<file path="config.mk">
export PLATFORM = sky130hd
export DESIGN_NAME = acc_pack
export DESIGN_NICKNAME = d
export VERILOG_FILES = /design/src/rtl/acc_pack_pkg.sv /design/src/rtl/acc_pack_round_shift.sv /design/src/rtl/acc_pack_clamp.sv /design/src/rtl/acc_pack.sv
export SDC_FILE = /design/constraint.sdc
export NUM_CORES = 1
export LEC_CHECK = 0
export BUFFER_PORTS_ARGS = -buffer_cell sky130_fd_sc_hd__buf_4
export CORE_ASPECT_RATIO = 1.2
export CORE_MARGIN = 5
export CORE_UTILIZATION = 38
export DETAILED_ROUTE_END_ITERATION = 12
export MAX_ROUTING_LAYER = met4
export PLACE_DENSITY = 0.55
export RECOVER_POWER = 25
export SETUP_SLACK_MARGIN = 0.02
export SYNTH_ARGS = -nofsm -noshare
export SYNTH_HDL_FRONTEND = slang
export SYNTH_SLANG_ARGS = --single-unit
export TNS_END_PERCENT = 30
</file>
<file path="constraint.sdc">
create_clock -name clk -period 6.4 [get_ports clk]
set_input_delay 0.64 -clock clk [delete_from_list [all_inputs] [get_ports clk]]
set_output_delay 0.64 -clock clk [all_outputs]
set_load 0.01 [all_outputs]
</file>
<file path="src/rtl/acc_pack_pkg.sv">
// Shared types for the accumulator read-out packer.
// Assumes a single-bit mode selector on the top-level port.
package acc_pack_pkg;

    // Read-out conversion chosen per sample.
    typedef enum logic {
        PK_RAW    = 1'b0,
        PK_SCALED = 1'b1
    } pk_mode_e;

endpackage

</file>
<file path="src/rtl/acc_pack_round_shift.sv">
// Caps the shift, adds the half-LSB rounding term and shifts arithmetically.
// Assumes acc_i is signed ACC_W bits. Works at ACC_W+1 bits so the add cannot wrap.
module acc_pack_round_shift #(
    parameter int ACC_W = 24,
    parameter int SH_W  = 5,
    localparam int EXT_W = ACC_W + 1
) (
    input  logic [ACC_W-1:0]        acc_i,
    input  logic [SH_W-1:0]         shift_i,
    output logic signed [EXT_W-1:0] scaled_o
);

    localparam int MAX_SH = ACC_W - 1;

    logic [SH_W-1:0]         sh_eff;
    logic signed [EXT_W-1:0] acc_ext;
    logic signed [EXT_W-1:0] half_lsb;
    logic signed [EXT_W-1:0] rounded;

    // Cap the shift amount at ACC_W-1.
    always_comb begin
        if (int'(shift_i) > MAX_SH) sh_eff = SH_W'(MAX_SH);
        else                        sh_eff = shift_i;
    end

    // Sign-extend, add the rounding term, then shift arithmetically.
    always_comb begin
        acc_ext  = $signed({acc_i[ACC_W-1], acc_i});
        half_lsb = $signed((EXT_W'(1) << sh_eff) >> 1);
        rounded  = acc_ext + half_lsb;
        scaled_o = rounded >>> sh_eff;
    end

endmodule

</file>
<file path="src/rtl/acc_pack_clamp.sv">
// Clamps a signed value to the signed destination range and flags when it clamped.
// Assumes DST_W <= IN_W.
module acc_pack_clamp #(
    parameter int IN_W  = 25,
    parameter int DST_W = 8
) (
    input  logic signed [IN_W-1:0] val_i,
    output logic [DST_W-1:0]       word_o,
    output logic                   sat_o
);

    localparam logic signed [IN_W-1:0] HI = IN_W'((longint'(1) <<< (DST_W - 1)) - 1);
    localparam logic signed [IN_W-1:0] LO = -HI - IN_W'(1);

    // Compare against the limits and pick either the value or the limit.
    always_comb begin
        if (val_i > HI) begin
            word_o = HI[DST_W-1:0];
            sat_o  = 1'b1;
        end else if (val_i < LO) begin
            word_o = LO[DST_W-1:0];
            sat_o  = 1'b1;
        end else begin
            word_o = val_i[DST_W-1:0];
            sat_o  = 1'b0;
        end
    end

endmodule

</file>
<file path="src/rtl/acc_pack.sv">
// Accumulator read-out packer: raw low-bit slice or round/shift/saturate.
// Result and saturation flag are registered, giving one cycle of latency.
// Assumes DST_W <= ACC_W and that SH_W can hold ACC_W-1.
module acc_pack #(
    parameter int ACC_W = 24,
    parameter int DST_W = 8,
    parameter int SH_W  = 5
) (
    input  logic             clk,
    input  logic             rst_n,
    input  logic             in_valid,
    input  logic [ACC_W-1:0] acc_in,
    input  logic [SH_W-1:0]  shift_in,
    input  logic             mode_rnd,
    output logic             out_valid,
    output logic [DST_W-1:0] out_word,
    output logic             out_sat
);
    import acc_pack_pkg::*;

    localparam int EXT_W = ACC_W + 1;

    pk_mode_e                mode;
    logic signed [EXT_W-1:0] scaled;
    logic [DST_W-1:0]        clamp_word;
    logic                    clamp_sat;
    logic [DST_W-1:0]        next_word;
    logic                    next_sat;

    // Decode the mode pin.
    always_comb mode = pk_mode_e'(mode_rnd);

    acc_pack_round_shift #(.ACC_W(ACC_W), .SH_W(SH_W)) u_round_shift (
        .acc_i   (acc_in),
        .shift_i (shift_in),
        .scaled_o(scaled)
    );

    acc_pack_clamp #(.IN_W(EXT_W), .DST_W(DST_W)) u_clamp (
        .val_i (scaled),
        .word_o(clamp_word),
        .sat_o (clamp_sat)
    );

    // Select the result for the chosen mode.
    always_comb begin
        if (mode == PK_SCALED) begin
            next_word = clamp_word;
            next_sat  = clamp_sat;
        end else begin
            next_word = acc_in[DST_W-1:0];
            next_sat  = 1'b0;
        end
    end

    // Output register: capture on a valid input, hold otherwise.
    always_ff @(posedge clk) begin
        if (!rst_n) begin
            out_valid <= 1'b0;
            out_word  <= '0;
            out_sat   <= 1'b0;
        end else begin
            out_valid <= in_valid;
            if (in_valid) begin
                out_word <= next_word;
                out_sat  <= next_sat;
            end
        end
    end

endmodule

</file>
==> qor.csv <==
stage;metric;value;unit
outcome;status;complete, no violations;
floorplan;fp-row-count;41;
logic_synthesis;ys_top_cells_by_count;nand2_1, nor2_1, a21oi_1, o21ai_0, clkbuf_1;
routing;firstDrtPassIters;5;
finish;seq_area;200;um2
floorplan;die_w;104;um
clock_tree;cts_setup_buffers;0;
floorplan;die_height;123;um
clock_tree;htreeDepth;1;
finish;layout-drive-gt1-share;16.5;%
clock_tree;cts.clk_slew.worst_paths;0.04;ns
sta;tightestPinTransition;0.803;ns
floorplan;die_area;12700;um2
logic_synthesis;syn_area;4020;um2
place;portBuffers;42;
power;leakage;0.00188;uW
logic_synthesis;ys_seq_area_share;4.98;%
finish;multi_input_area;3580;um2
clock_tree;worstSkewPairLatency;0.24;ns
power;power.total;592;uW
sta;maxSlewHeadroom;45.1;%
sta;fmax;168;MHz
logic_synthesis;synth_xor_area_share;3.61;%
logic_synthesis;synthSimpleGateAreaFrac;27.3;%
logic_synthesis;syn_inst;618;
routing;postRouteAntennaNets;0;
clock_tree;root_buffer;clkbuf_16;
logic_synthesis;syn_area_per_cell;6.50;um2
setup_path;cp_max_fo;21;
finish;antenna_cells;0;
logic_synthesis;ys_ff_latch;10;
floorplan;core-area;10400;um2
global_route;grt_max_degree;28;
logic_synthesis;syn-num-nets;676;
global_route;grt_pass1_wl;28300;um
sta;period_minus_slack;5.94;ns
global_route;track_usage;28.3;%
finish;area_delta_synth_final;15.7;%
logic_synthesis;synth_compound_area_share;44.0;%
global_route;first_global_vias;5079;
logic_synthesis;synth_top_family_by_area;compound AO/OA/AOI/OAI gates;
routing;routed_wl;17900;um
sta;setup-violations-final;0;
clock_tree;cts_buffers;3;
sta;drv_slew;0;
routing;drt_iter0_drc;466;
logic_synthesis;yosys.area.top_type;nand2_1;
logic_synthesis;synth_top_area_share;8.78;%
clock_tree;postCtsHoldBufs;0;
logic_synthesis;ys_types;86;
setup_path;start_kind;primary input;
setup_path;cp_data_arrival_time;6.08;ns
logic_synthesis;synth.most_common_cell;nand2_1;
logic_synthesis;synthArstFlopShare;0;%
setup_path;required;6.54;ns
logic_synthesis;ys_warn_count;0;
finish;nets;715;
sta;fin_skew;0;ns
floorplan;io_pins;43;
sta;finalHoldViolCount;0;
global_route;antenna_found_initial;0;
routing;vias_per_cell;6.59;
logic_synthesis;synth_edf_count;0;
finish;fillCellCount;1157;
sta;rsz0062_at_grt;no;
logic_synthesis;synthTopCellsByArea;nand2_1, a21oi_1, ha_1;
setup_path;path_class;in -> reg;
routing;drc_errors;0;
power;vdd_ir_drop_max;0.0862;mV
sta;period_share;92.8;%
clock_tree;clockBufferDepth;2;
logic_synthesis;ys.flop_type;dfxtp_1;
sta;tns;0;ns
global_route;overflow;0;
floorplan;start_util;38.6;%
setup_path;endpoint_kind;flop;
logic_synthesis;synth.area.mux_share;5.67;%
clock_tree;cts_tree;built;
power;p_per_area;127;nW/um2
flow_run;cap_violations;0;
logic_synthesis;synth_fa_ha_area_share;7.97;%
routing;wl_per_cell;22.9;um
clock_tree;clock_sink_count;10;
place;place_hpwl;14600;um
place;gp_congestion;0.963;
worst_hold_path;holdCritPathClass;reg -> reg;
routing;vias;5173;
-- final timing paths --
path                             startpoint           to  slack (ns)  depth (start not counted)
worst max-delay path            shift_in[3]  out_word[1]        0.46                         19
worst max register to register  out_word[1]  out_word[1]        5.59                          4
worst min-delay path                out_sat      out_sat        0.50                          2
worst min register to register      out_sat      out_sat        0.50                          2
-- sequential cells by signal, indices dropped and copies added, names as in the netlist --
register and flops:
out_valid 1, out_sat 1, out_word 8
-- final cells by class --
type / count / area share [%]
clock buffer: 4 / 1.91
tap: 129 / 3.47
multi-input combinational: 548 / 77.0
sequential: 10 / 4.31
timing repair buffer: 74 / 11.6
inverter: 20 / 1.70
-- logic make-up after synthesis --
kind of cell / after synthesis
adder cells (fa/ha/maj): 25
XOR/XNOR: 14
buffers and inverters: 60
AND/OR/NAND/NOR: 239
multiplexers: 20
other: 1
flip-flops: 10
AO/OA/AOI/OAI: 249
-- where the power goes --
part	internal, uW	leakage [uW]	switching (uW)
Clock	94.0	0.0000442	30.3
Sequential	68.9	0.0000828	3.38
Combinational	146	0.00175	249
-- metrics by stage --
stage / worst slack (ns) / hold WS, ns / util, % / instances / instance area [um2]
2_1_floorplan: 0.785 / 0.519 / - / 618 / 4020
3_3_place_gp: 0.164 / 0.484 / 43.8 / 781 / 4560
3_5_place_dp: 0.242 / 0.493 / 43.8 / 781 / 4560
4_1_cts: 0.480 / 0.500 / 44.6 / 785 / 4650
5_1_grt: 0.0649 / 0.542 / 44.6 / 785 / 4650
6_report: 0.461 / 0.499 / 44.6 / 785 / 4650
-- critical path: stages --
cell,delay [ns]
buf_4,0.24
clkinv_1,0.33
o21ai_0,0.32
nand2_1,0.24
nor2_1,0.17
ha_1,0.34
nand2_1,0.18
nor2_1,0.42
nand4_1,0.41
a31oi_1,0.41
xor2_2,0.20
o22ai_1,0.16
a2111oi_0,0.53
nor4b_1,0.12
buf_4,0.16
nor4_1,0.31
a41oi_1,0.20
or2_0,0.37
o311ai_1,0.31
-- layer usage --
| metal | vias up | routed length (um) | GRT usage (%) | part of all wire, % |
|---|---|---|---|---|
| li1 | 2446 | - | - | - |
| met1 | 2422 | 7140 | 32.2 | 40 |
| met2 | 229 | 8650 | 49.5 | 48 |
| met3 | 76 | 1020 | 2.89 | 5.7 |
| met4 | 0 | 1140 | 14.7 | 6.4 |
| met5 | - | 0 | - | 0 |
-- layout by cell type (no fill, tap or decap), types with 9 or more instances in the layout --
cell,Yosys,layout
a21oi_1,65,64
nand3_1,10,10
o21ai_1,9,9
mux2i_1,16,16
o21ai_0,30,30
ha_1,24,24
nor2_1,71,71
o211ai_1,9,9
buf_4,1,70
a211oi_1,21,21
dfxtp_1,10,10
nand2_1,94,94
o22ai_1,13,13
nor3_1,15,15
inv_1,18,18
-- repair_timing --
| action | 4_1_cts | 5_1_grt |
|---|---|---|
| resized for setup | 0 | 2 |
| hold endpoints to repair | 0 | 0 |
| setup endpoints to repair | 0 | 7 |
Note: power is estimated with default switching activity, not from simulation.
